### config.mk
export PLATFORM = sky130hd
export DESIGN_NAME = serial_rx_core
export DESIGN_NICKNAME = d
export VERILOG_FILES = /design/src/rtl/srx_pkg.sv /design/src/rtl/srx_sync.sv /design/src/rtl/srx_frame.sv /design/src/rtl/srx_fifo.sv /design/src/rtl/serial_rx_core.sv
export SDC_FILE = /design/constraint.sdc
export NUM_CORES = 1
export LEC_CHECK = 0
export ABC_CLOCK_PERIOD_IN_PS = 9400
export BUFFER_PORTS_ARGS = -buffer_cell sky130_fd_sc_hd__buf_2
export CAP_MARGIN = 15
export CORE_UTILIZATION = 60
export CTS_CLUSTER_SIZE = 25
export DETAILED_ROUTE_END_ITERATION = 6
export PLACE_DENSITY = 0.78
export SLEW_MARGIN = 25
export SYNTH_ARGS = -nofsm -noshare
export SYNTH_HDL_FRONTEND = slang
export SYNTH_SLANG_ARGS = --single-unit
### constraint.sdc
create_clock -name clk -period 9.4 [get_ports clk]
set_clock_uncertainty 0.15 [all_clocks]
set_input_delay 1.88 -clock clk [delete_from_list [all_inputs] [get_ports clk]]
set_output_delay 1.88 -clock clk [all_outputs]
set_load 0.1 [all_outputs]
### src/rtl/srx_pkg.sv
package srx_pkg;
   typedef enum logic [2:0] {
      RX_IDLE,
      RX_START,
      RX_BITS,
      RX_STOP,
      RX_HOLD
   } rx_state_e;

   typedef struct packed {
      logic [7:0] data;
      logic       mpb;
   } rx_char_t;

   typedef struct packed {
      logic brk;
      logic orun;
      logic perr;
      logic ferr;
   } rx_flags_t;
endpackage

### src/rtl/srx_sync.sv
module srx_sync #(
   parameter int STAGES = 2
) (
   input  logic clk,
   input  logic rst_n,
   input  logic din,
   output logic dout
);
   generate
      if (STAGES == 0) begin : g_bypass
         assign dout = din;
      end else begin : g_chain
         logic [STAGES-1:0] sh;
         always_ff @(posedge clk or negedge rst_n) begin
            if (!rst_n) begin
               sh <= '1;
            end else begin
               sh[0] <= din;
               for (int i = 1; i < STAGES; i++) begin
                  sh[i] <= sh[i-1];
               end
            end
         end
         assign dout = sh[STAGES-1];
      end
   endgenerate
endmodule

### src/rtl/srx_frame.sv
module srx_frame
   import srx_pkg::*;
#(
   parameter int OVERSAMPLE = 16
) (
   input  logic     clk,
   input  logic     rst_n,
   input  logic     tick_i,
   input  logic     line_i,
   input  logic     len7_i,
   input  logic     par_en_i,
   input  logic     par_odd_i,
   input  logic     mp_en_i,
   input  logic     stop2_i,
   output logic     done_o,
   output rx_char_t char_o,
   output logic     perr_o,
   output logic     ferr_o,
   output logic     brk_o
);
   localparam int CW   = $clog2(OVERSAMPLE);
   localparam int HALF = OVERSAMPLE / 2;
   localparam int FBW  = 9;
   localparam int IW   = 4;

   rx_state_e        state;
   logic [CW-1:0]    cnt;
   logic [IW-1:0]    bidx;
   logic             stop_idx;
   logic [FBW-1:0]   fb;

   logic             last_tick;
   logic             half_tick;
   logic [IW-1:0]    nbits;
   logic [7:0]       data_w;
   logic             extra_w;
   logic             sample_stop;
   logic             all_zero;

   always_comb begin
      last_tick   = (cnt == CW'(OVERSAMPLE - 1));
      half_tick   = (cnt == CW'(HALF - 1));
      nbits       = (len7_i ? IW'(7) : IW'(8)) + ((par_en_i || mp_en_i) ? IW'(1) : IW'(0));
      data_w      = len7_i ? {1'b0, fb[6:0]} : fb[7:0];
      extra_w     = len7_i ? fb[7] : fb[8];
      all_zero    = (fb == '0);
      sample_stop = tick_i && (state == RX_STOP) && last_tick;
      brk_o       = sample_stop && !stop_idx && !line_i && all_zero;
      done_o      = sample_stop &&
                    (stop_idx || (line_i ? !stop2_i : !all_zero));
      ferr_o      = done_o && !line_i;
      perr_o      = done_o && par_en_i && ((^data_w ^ extra_w) != par_odd_i);
      char_o.data = data_w;
      char_o.mpb  = mp_en_i && !par_en_i && extra_w;
   end

   always_ff @(posedge clk or negedge rst_n) begin
      if (!rst_n) begin
         state    <= RX_IDLE;
         cnt      <= '0;
         bidx     <= '0;
         stop_idx <= 1'b0;
         fb       <= '0;
      end else if (tick_i) begin
         case (state)
            RX_IDLE: begin
               if (!line_i) begin
                  state <= RX_START;
                  cnt   <= '0;
               end
            end
            RX_START: begin
               if (half_tick) begin
                  if (line_i) begin
                     state <= RX_IDLE;
                  end else begin
                     state <= RX_BITS;
                     cnt   <= '0;
                     bidx  <= '0;
                     fb    <= '0;
                  end
               end else begin
                  cnt <= cnt + CW'(1);
               end
            end
            RX_BITS: begin
               if (last_tick) begin
                  fb[bidx] <= line_i;
                  cnt      <= '0;
                  if (bidx == nbits - IW'(1)) begin
                     state    <= RX_STOP;
                     stop_idx <= 1'b0;
                  end else begin
                     bidx <= bidx + IW'(1);
                  end
               end else begin
                  cnt <= cnt + CW'(1);
               end
            end
            RX_STOP: begin
               if (last_tick) begin
                  cnt <= '0;
                  if (brk_o) begin
                     state <= RX_HOLD;
                  end else if (done_o) begin
                     state <= RX_IDLE;
                  end else begin
                     stop_idx <= 1'b1;
                  end
               end else begin
                  cnt <= cnt + CW'(1);
               end
            end
            RX_HOLD: begin
               if (line_i) begin
                  state <= RX_IDLE;
               end
            end
            default: state <= RX_IDLE;
         endcase
      end
   end
endmodule

### src/rtl/srx_fifo.sv
module srx_fifo #(
   parameter int DEPTH = 64,
   parameter int WIDTH = 9
) (
   input  logic             clk,
   input  logic             rst_n,
   input  logic             push_i,
   input  logic [WIDTH-1:0] wdata_i,
   input  logic             pop_i,
   output logic [WIDTH-1:0] rdata_o,
   output logic [$clog2(DEPTH):0] count_o,
   output logic             full_o,
   output logic             empty_o
);
   localparam int AW = $clog2(DEPTH);

   logic [WIDTH-1:0] mem [DEPTH];
   logic [AW:0]      wptr;
   logic [AW:0]      rptr;

   always_ff @(posedge clk) begin
      if (push_i) begin
         mem[wptr[AW-1:0]] <= wdata_i;
      end
   end

   always_ff @(posedge clk or negedge rst_n) begin
      if (!rst_n) begin
         wptr <= '0;
         rptr <= '0;
      end else begin
         if (push_i) wptr <= wptr + (AW+1)'(1);
         if (pop_i)  rptr <= rptr + (AW+1)'(1);
      end
   end

   assign count_o = wptr - rptr;
   assign full_o  = (count_o == (AW+1)'(DEPTH));
   assign empty_o = (count_o == '0);
   assign rdata_o = mem[rptr[AW-1:0]];
endmodule

### src/rtl/serial_rx_core.sv
module serial_rx_core
   import srx_pkg::*;
#(
   parameter int OVERSAMPLE  = 16,
   parameter int FIFO_DEPTH  = 64,
   parameter int SYNC_STAGES = 2
) (
   input  logic                        clk,
   input  logic                        rst_n,
   input  logic                        rx_i,
   input  logic                        tick_i,
   input  logic                        len7_i,
   input  logic                        par_en_i,
   input  logic                        par_odd_i,
   input  logic                        mp_en_i,
   input  logic                        stop2_i,
   input  logic                        rd_en_i,
   output logic [7:0]                  rd_data_o,
   output logic                        rd_mpb_o,
   output logic [$clog2(FIFO_DEPTH):0] fill_o,
   output logic                        ready_o,
   output logic                        full_o,
   output logic                        ferr_o,
   output logic                        perr_o,
   output logic                        orun_o,
   output logic                        brk_o,
   input  logic [3:0]                  clr_i
);
   localparam int CHW = $bits(rx_char_t);

   generate
      if (OVERSAMPLE < 4 || (OVERSAMPLE % 2) != 0) begin : g_bad_os
         $error("OVERSAMPLE must be even and at least 4");
      end
      if (FIFO_DEPTH < 2 || (FIFO_DEPTH & (FIFO_DEPTH - 1)) != 0) begin : g_bad_depth
         $error("FIFO_DEPTH must be a power of two, at least 2");
      end
      if (SYNC_STAGES > 4) begin : g_bad_sync
         $error("SYNC_STAGES must be 0 to 4");
      end
   endgenerate

   logic      line;
   logic      done;
   rx_char_t  chr;
   rx_char_t  head;
   logic      c_perr;
   logic      c_ferr;
   logic      c_brk;
   logic      q_full;
   logic      q_empty;
   logic      push;
   logic      pop;
   rx_flags_t flags_q;
   rx_flags_t set_v;

   srx_sync #(.STAGES(SYNC_STAGES)) u_sync (
      .clk   (clk),
      .rst_n (rst_n),
      .din   (rx_i),
      .dout  (line)
   );

   srx_frame #(.OVERSAMPLE(OVERSAMPLE)) u_frame (
      .clk       (clk),
      .rst_n     (rst_n),
      .tick_i    (tick_i),
      .line_i    (line),
      .len7_i    (len7_i),
      .par_en_i  (par_en_i),
      .par_odd_i (par_odd_i),
      .mp_en_i   (mp_en_i),
      .stop2_i   (stop2_i),
      .done_o    (done),
      .char_o    (chr),
      .perr_o    (c_perr),
      .ferr_o    (c_ferr),
      .brk_o     (c_brk)
   );

   assign push = done && !q_full;
   assign pop  = rd_en_i && !q_empty;

   srx_fifo #(.DEPTH(FIFO_DEPTH), .WIDTH(CHW)) u_fifo (
      .clk     (clk),
      .rst_n   (rst_n),
      .push_i  (push),
      .wdata_i (chr),
      .pop_i   (pop),
      .rdata_o (head),
      .count_o (fill_o),
      .full_o  (q_full),
      .empty_o (q_empty)
   );

   always_comb begin
      set_v.ferr = c_ferr;
      set_v.perr = c_perr;
      set_v.orun = done && q_full;
      set_v.brk  = c_brk;
   end

   always_ff @(posedge clk or negedge rst_n) begin
      if (!rst_n) begin
         flags_q <= '0;
      end else begin
         flags_q <= (flags_q & ~rx_flags_t'(clr_i)) | set_v;
      end
   end

   assign rd_data_o = head.data;
   assign rd_mpb_o  = head.mpb;
   assign ready_o   = !q_empty;
   assign full_o    = q_full;
   assign ferr_o    = flags_q.ferr;
   assign perr_o    = flags_q.perr;
   assign orun_o    = flags_q.orun;
   assign brk_o     = flags_q.brk;
endmodule

# Word level (Yosys, flattened, before mapping)
# Memory sizes are Yosys's and may differ from the RTL's.
# Cells that the tools add are included.
[op_classes]
n_shift = 0
bitwise = 4
addsub = 7
n_lt_le_gt_ge = 2
n_div = 0
mul = 0
muxes = 39
reduce_logical = 37
eq_ne = 20
[op_table]
columns = ["cell", "count"]
rows = [
  ["$mux W4", 8],
  ["$mux W9", 3],
  ["$mux W3", 8],
  ["$pmux W9 S2", 1],
  ["$logic_and A1 B1 Y1", 15],
  ["$pmux W3 S5", 1],
  ["$add A7 B1 Y7 const B", 2],
  ["$ne A2 B2 Y1 const B", 6],
  ["$pmux W4 S3", 1],
  ["$mux W1", 11],
  ["$bwmux W9", 1],
  ["$logic_not A9 Y1", 1],
  ["$add A4 B1 Y4 const B", 2],
  ["$mux W8", 1],
  ["$ne A2 B1 Y1 const B", 4],
  ["$pmux W4 S2", 1],
  ["$reduce_and A8 Y1", 1],
  ["$reduce_xor A8 Y1", 1],
  ["$eq A7 B7 Y1 const B", 1],
  ["$logic_not A1 Y1", 7],
  ["$logic_not A7 Y1", 1],
  ["$reduce_and A7 Y1", 1],
  ["$sub A7 B7 Y7", 1],
  ["$eq A3 B2 Y1 const B", 2],
  ["other kinds (26)", 28],
]
[word_totals]
ram_bits = 576
register_bits = 41
mem_bits_ro = 0
wordCells = 122
output_inout_bits = 22
latchBits = 0
n_memories = 1
inputBits = 14
[memory_table]
columns = ["name", "words", "width", "rd", "rd_ports_with_merged_regs", "write_ports", "line", "rtl"]
rows = [
  ["u_fifo.mem", 64, 9, 1, 0, 1, "srx_fifo.sv:17", "logic [WIDTH-1:0] mem [DEPTH];"],
]

# Logic depth before layout (Yosys ltp)
# Gate-level depths: netlist (run 1).
[logic_depth]
word_depth = 9
mapped_depth = 15
depth_no_buf = 11

# By module
# Synthesis (run 1) repeated with hierarchy kept, for this count alone.
[hier_totals]
cells_unflattened = 1402
area_unflattened_um2 = 25202.9
[by_module_without_submodules]
columns = ["module", "area_each_um2", "n_inst", "seq_area_each_um2", "cells_per_inst"]
rows = [
  ["srx_fifo", 23348.6, 1, 17646.9, 1193],
  ["srx_frame", 1639.1, 1, 525.5, 191],
  ["serial_rx_core", 162.7, 1, 100.1, 16],
  ["srx_sync", 52.6, 1, 52.6, 2],
]

# Least setup slack after synthesis (run 1)
# OpenSTA, ideal clock, no wires.
[synth_path]
path_kind = "reg2out"
startpoint = "reg u_fifo.rptr[1]"
endpoint = "out ready_o"
t_arrival_ns = 5.476
setup_slack_ns = 1.894
path_stages_with_launch = 12
required_ns = 7.370
n_path_buf = 4
cell_sequence = "dfrtp_1 -> clkbuf_1 -> clkbuf_1 -> buf_2 -> buf_2 -> inv_1 -> ha_1 -> nand2b_1 -> a21oi_1 -> o311ai_1 -> nor4_1 -> nand2_1"
[synth_between]
elab_chain_len = 3
[synth_lines]
columns = ["item", "line", "rtl"]
rows = [
  ["from (decl)", "srx_fifo.sv:19", "logic [AW:0] rptr;"],
  ["from (signal assigned)", "srx_fifo.sv:33", "if (pop_i) rptr <= rptr + (AW+1)'(1);"],
  ["$sub A7 B7 Y7", "srx_fifo.sv:37", "assign count_o = wptr - rptr;"],
  ["via fill_o[5]", "serial_rx_core.sv:20", "output logic [$clog2(FIFO_DEPTH):0] fill_o,"],
  ["$logic_not A7 Y1", "srx_fifo.sv:39", "assign empty_o = (count_o == '0);"],
  ["$logic_not A1 Y1", "serial_rx_core.sv:113", "assign ready_o = !q_empty;"],
  ["to (decl)", "serial_rx_core.sv:21", "output logic ready_o,"],
]
# The timed path passes the listed nets, and every way through them passes these cells.

# Worst setup path in the final report (run 1)
[layout_path]
startpoint = "reg u_fifo.rptr[2]"
endpoint = "out full_o"
[layout_between]
elab_chain_len = 2
[layout_lines]
columns = ["item", "line", "rtl"]
rows = [
  ["$sub A7 B7 Y7", "srx_fifo.sv:37", ""],
  ["$eq A7 B7 Y1", "srx_fifo.sv:38", "assign full_o = (count_o == (AW+1)'(DEPTH));"],
  ["to (decl)", "serial_rx_core.sv:22", "output logic full_o,"],
]
# No other way between the ends.

==> results of run 1 <==
power groups by stage:
stage / registers [W] / clock network (W) / logic (W)
6_report: 0.00310 / 0.00241 / 0.00181
3_5_place_dp: 0.00320 / 0 / 0.00174
2_1_floorplan: 0.00306 / 0 / 0.00142
5_1_grt: 0.00311 / 0.00253 / 0.00190
4_1_cts: 0.00314 / 0.00243 / 0.00175
3_3_place_gp: 0.00320 / 0 / 0.00172
kinds of logic after synthesis:
logic type | share of synthesized area
compound gates | 0.0460
xor+xnor | 0.00989
fa+ha+maj | 0.00989
buf+inv | 0.0177
flops | 0.739
mux | 0.133
simple gates | 0.0441
cell usage in the layout, fill, tap and decap left out, drive strengths merged, types with 5 or more instances in the layout:
cell    synthesis  layout
nand3          23      23
nor3           71      71
o22ai           9       9
clkbuf         35      69
nand3b          5       5
dfrtp          39      39
mux4          144     144
nand2          39      39
xor2            7       7
a22oi          52      52
inv            29      33
xnor2          21      21
buf            40     112
nor2           45      45
ha             18      18
a21oi          52      52
nand2b          9       9
or3             6       6
bufinv          0       8
o21ai          38      38
clkinv          1      25
edfxtp        576     576
sequential cells by signal, summed over array words and instances (netlist names), 2 cells and up:
name,count
u_fifo.mem,576
u_fifo.rptr,7
u_fifo.wptr,7
u_frame.bidx,4
u_frame.cnt,4
u_frame.fb,9
u_frame.state,3
u_sync.g_chain.sh,2
cell type report:
cell class              instances  area share
well taps                     532      0.0238
flip-flops and latches        617       0.657
repair buffers                112      0.0282
inverters                      30     0.00403
multi-input cells             596       0.217
clock inverters                40      0.0157
clock buffers                  69      0.0550
how the worst max path moves through the flow:
stage / endpoint / slack (ps) / cells past startpoint
global route: full_o / 2560 / 8
CTS: full_o / 2710 / 8
finish: full_o / 2660 / 8
global placement: full_o / 3580 / 9
floorplan: ready_o / 1890 / 11
detailed placement: full_o / 3440 / 8
stage by stage:
step / hold WS [ps] / total power, W / area, um2
finish: 206 / 0.00733 / 27900
global route: 208 / 0.00754 / 27900
detailed placement: 197 / 0.00495 / 25900
floorplan: 195 / 0.00449 / 24800
global placement: 196 / 0.00492 / 25900
CTS: 207 / 0.00733 / 27900
critical path: stages, from the launching register on:
cell and delay, ps:
dfrtp_1 960, inv_1 570, ha_1 510, a211oi_2 320, nor2_2 80, xnor2_1 180
or4_1 740, nor2_1 250, buf_2 470
metal layers:
layer / share of wire / wire length, um / track usage / vias to the layer above
li1: - / - / - / 5562
met1: 0.38 / 21800 / 0.405 / 6883
met2: 0.48 / 27600 / 0.435 / 839
met3: 0.11 / 6080 / 0.0561 / 143
met4: 0.037 / 2150 / 0.112 / 0
met5: 0 / 0 / 0 / -
==> impl_metrics.toml, run 1 <==
[setup_path]
crit_required_ps = 7370
cp-startpoint = "u_fifo.rptr[2]$_DFFE_PN0P_"
cp-start-kind = "register"
reg2reg_slack_ps = 4260
cp.arrival_ps = 4710
criticalPathCategory = "reg2out"
rr_worst_depth = 8
crit_path_max_fanout = 21
r2r-end = "u_fifo.mem[55][8]$_DFFE_PP_"
rr_startpoint = "u_fifo.rptr[2]$_DFFE_PN0P_"
crit_path_end_kind = "primary output"

[cells_and_area]
seqCellArea_um2 = 18300
diodes = 0
multi_input_area_um2 = 6060
area_delta_synth_final_pct = 12.7
instances_no_fill = 1996
drive_above_1_share = 0.253
utilization = 0.684
fin_nets = 1449
nFillCells = 2499

[clocking]
numCtsBuffers = 59
cts_tree = "yes"
cts.sinks = 617
clock_latency_ps = 630
cts_setup_buffers = 0
cts_buffer_depth = 3
htreeDepth = 2
cts_root_buffer = "clkbuf_16"
cts_resized = 0
cts_hold_buffers = 0
path_clk_slew_ps = 60

[sta]
final-hold-violation-count = 0
rsz0062_at_grt = "false"
fin_crit_sh = 0.717
min_period_ps = 6740
fin_ws_ps = 2660
drv_slew = 0
max_freq_ghz = 0.148
finalSetupViolCount = 0
tightestPinTransition_ps = 996
max_slew_margin = 0.336
finalSetupTns_ps = 0

[global_route]
grt_pass1_vias = 13296
grtUsageTotal = 0.283
grt_pass1_wl_mm = 85.0
overflow = 0
grt_max_degree = 70
antenna_found_initial = 1

[placed_design]
dp.cells = 1886
port_buffers = 35
post-place-ws_ps = 3440
gp_congestion = 0.873
dp.final_hpwl_mm = 34.5

[power_and_ir_drop]
power.density_nw_per_um2 = 262
power_switching_w = 0.00241
power.leakage_nw = 8.60
intPower_w = 0.00491
irDropWorstVdd_mv = 0.304
p_clk_frac = 0.329
p_comb_frac = 0.247
power_frac_seq = 0.424
p_sw_frac = 0.329

[floorplanning]
die_w_um = 205
io-pin-count = 36
core_area_um2 = 40800
die_h_um = 205
die-area_um2 = 42100
start_util = 0.607
rows = 74

[logic_synthesis]
synth_warnings = 0
ys.flop_type = "edfxtp_1"
yosys-top-cells-area = "edfxtp_1, mux4_2, dfrtp_1"
synth_most_common_cell = "edfxtp_1"
syn_area_um2 = 24800
synth_top_area_share = 0.698
synth_edf_count = 576
avgSynthCellArea_um2 = 18.8
syn_inst = 1318
yosys-top-cells-count = "edfxtp_1, mux4_2, nor3_1, a21oi_1, a22oi_1"
yosys.area.top_type = "edfxtp_1"
seq_area_frac_synth = 0.739
async_reset_ff_frac = 0.0665
syn-num-nets = 1351
yosys.cell_types.count = 67
synth-seq-cells = 617

[routing]
ant_nets = 0
drc = 0
detail_route.vias_per_cell = 6.73
drtPass1Iterations = 5
wl_per_cell_um = 28.9
wl_mm = 57.6
drtIter0Drc = 1717
routed-via-count = 13427

[min_path]
min_to = "u_sync.g_chain.sh[1]$_DFF_PN1_"
hold_depth = 0
worstHoldStart = "u_sync.g_chain.sh[0]$_DFF_PN1_"
hp-class = "reg2reg"

[run]
maxCapViolCount = 0

[outcome]
status = "complete, no violations"
Power figures use the tool's default switching activity.
==> run 2, diff against run 1 <==
Settings changed: ABC_AREA set to 1, ABC_CLOCK_PERIOD_IN_PS 9400 to 5680, CORE_UTILIZATION 60 to 57.
Clock period 9.4 ns to 5.68 ns, I/O delays scaled along.
==> impl_metrics.toml, run 2 <==
[outcome]
status = "complete, no violations"

[clocking]
cts_setup_buffers = 0
numCtsBuffers = 60
cts.sinks = 617
cts_buffer_depth = 3
clock_latency_ps = 620
cts_root_buffer = "clkbuf_16"
cts_tree = "yes"
cts_hold_buffers = 0
cts_resized = 0
htreeDepth = 2
path_clk_slew_ps = 60

[logic_synthesis]
synth_top_area_share = 0.656
synth-seq-cells = 617
syn-num-nets = 2410
ys.flop_type = "edfxtp_1"
synth_edf_count = 576
yosys-top-cells-area = "edfxtp_1, nor2_1, nand2_1"
syn_area_um2 = 26400
async_reset_ff_frac = 0.0665
avgSynthCellArea_um2 = 11.1
yosys.area.top_type = "edfxtp_1"
synth_most_common_cell = "edfxtp_1"
seq_area_frac_synth = 0.695
yosys.cell_types.count = 36
yosys-top-cells-count = "edfxtp_1, nor2_1, nand2_1, o21ai_0, nand3_1"
synth_warnings = 0
syn_inst = 2377

[cells_and_area]
fin_nets = 2412
final_cell_mix = "edfxtp_1, nor2_1, nand2_1"
instances_no_fill = 3026
final_common_cell = "edfxtp_1"
largest_register_ffs = 576
area_delta_synth_final_pct = 9.37
drive_above_1_share = 0.0783
diodes = 0

[routing]
ant_nets = 0
drc = 0
drtPass1Iterations = 6
wl_per_cell_um = 20.8
routed-via-count = 17984
drtIter0Drc = 2249
wl_mm = 62.9
detail_route.vias_per_cell = 5.94

[sta]
max_freq_ghz = 0.193
finalSetupTns_ps = 0
rsz0062_at_grt = "false"
min_period_ps = 5190
drv_slew = 0
fin_ws_ps = 493
finalSetupViolCount = 0
fin_crit_sh = 0.913
max_slew_margin = 0.281
tightestPinTransition_ps = 1080
final-hold-violation-count = 0

[setup_path]
crit_path_end_kind = "primary output"
cp.arrival_ps = 3900
cp-start-kind = "register"
crit_path_max_fanout = 13
criticalPathCategory = "reg2out"
crit_required_ps = 4390
crit_family = "simple AND/OR/NAND/NOR gates"
cpMaxStageDelayCell = "dfrtp_1"
cp_cell_sequence = "inv_1 > ha_1 > inv_1 > fa_1 > or2_1 > nor2_1 > nand3_1 > nor2_2 > nand3_2 > inv_1 > buf_12"
crit_path_frequent_cell = "inv_1"
path_buf_inv = 4
critPathMaxStageDelay_ps = 590

[power_and_ir_drop]
p_comb_frac = 0.302
power.leakage_nw = 10.4
intPower_w = 0.00807
irDropWorstVdd_mv = 0.854
fin_total_pwr_w = 0.0128
power_frac_seq = 0.405
p_clk_frac = 0.292
power.density_nw_per_um2 = 443
p_sw_frac = 0.368
power_switching_w = 0.00470

[floorplanning]
die_h_um = 217
rows = 78
core_area_um2 = 45500
die_w_um = 217
io-pin-count = 36
die-area_um2 = 47100
start_util = 0.580

[global_route]
grtUsageTotal = 0.268
grt_pass1_wl_mm = 95.8
overflow = 0
antenna_found_initial = 1
grt_max_degree = 197
grt_pass1_vias = 17382

[placed_design]
dp.cells = 2917
port_buffers = 35
dp.final_hpwl_mm = 36.0
gp_congestion = 0.924
post-place-ws_ps = 1180

[run]
maxCapViolCount = 0

[min_path]
hp-class = "reg2reg"
[run 2: metrics by stage]
stage                     hold slack (ps)  utilization  area (um2)
final                                 213        0.634       28900
after global routing                  219        0.634       28900
after CTS                             216        0.634       28800
after detailed placement              201        0.594       27000
after global placement                200        0.594       27000
after floorplan                       195            -       26400
[run 2: metal layers]
| layer | track usage | share of wire | up-vias | wire length (um) |
|---|---|---|---|---|
| li1 | - | - | 8213 | - |
| met3 | 0.0393 | 0.097 | 187 | 6090 |
| met5 | 0 | 0.00016 | - | 10 |
| met1 | 0.352 | 0.38 | 8563 | 23700 |
| met4 | 0.138 | 0.049 | 2 | 3070 |
| met2 | 0.437 | 0.48 | 1019 | 30100 |
[run 2: cell type report]
type / count / area [um2]
clock buffers: 76 / 1580
clock inverters: 33 / 234
fillers: 3407 / 16600
inverters: 108 / 410
multi-input cells: 1526 / 7040
flip-flops and latches: 617 / 18300
well taps: 600 / 751
repair buffers: 66 / 488
[run 2: worst register-to-register path: cells and delay by family, from the launching register on]
family                     cells  cell delay, ps
adders and majority gates      1             330
buffers and inverters          3             660
DFF                            1             720
and+or+nand+nor                8            2060
[run 2: worst paths after layout]
kind | start | to | slack [ps] | cells past startpoint
max | u_fifo.wptr[0]$_DFFE_PN0P_ | full_o | 490 | 11
min | u_sync.g_chain.sh[0]$_DFF_PN1_ | u_sync.g_chain.sh[1]$_DFF_PN1_ | 210 | 0
max reg2reg | u_fifo.rptr[1]$_DFFE_PN0P_ | u_fifo.mem[1][4]$_DFFE_PP_ | 1380 | 12
min reg2reg | u_sync.g_chain.sh[0]$_DFF_PN1_ | u_sync.g_chain.sh[1]$_DFF_PN1_ | 210 | 0
max in group asynchronous | rst_n | u_fifo.rptr[1]$_DFFE_PN0P_ | 4610 | 1
min in group asynchronous | rst_n | u_fifo.rptr[0]$_DFFE_PN0P_ | 360 | 1
[run 2: logic make-up after synthesis]
logic type / count (synthesis) / share of synthesized area
xor gates and xnor gates: 20 / 0.00664
and+or+nand+nor: 1097 / 0.171
adders and majority gates: 19 / 0.00930
buffers and inverters: 234 / 0.0388
DFF: 617 / 0.695
AOI/OAI and AO/OA: 390 / 0.0800
[run 2: power by group through the flow]
stage | clock network (W) | logic, W | registers, W
after floorplan | 0 | 0.00284 | 0.00519
after global placement | 0 | 0.00371 | 0.00526
after detailed placement | 0 | 0.00378 | 0.00527
after CTS | 0.00375 | 0.00381 | 0.00517
after global routing | 0.00393 | 0.00415 | 0.00518
final | 0.00373 | 0.00386 | 0.00518
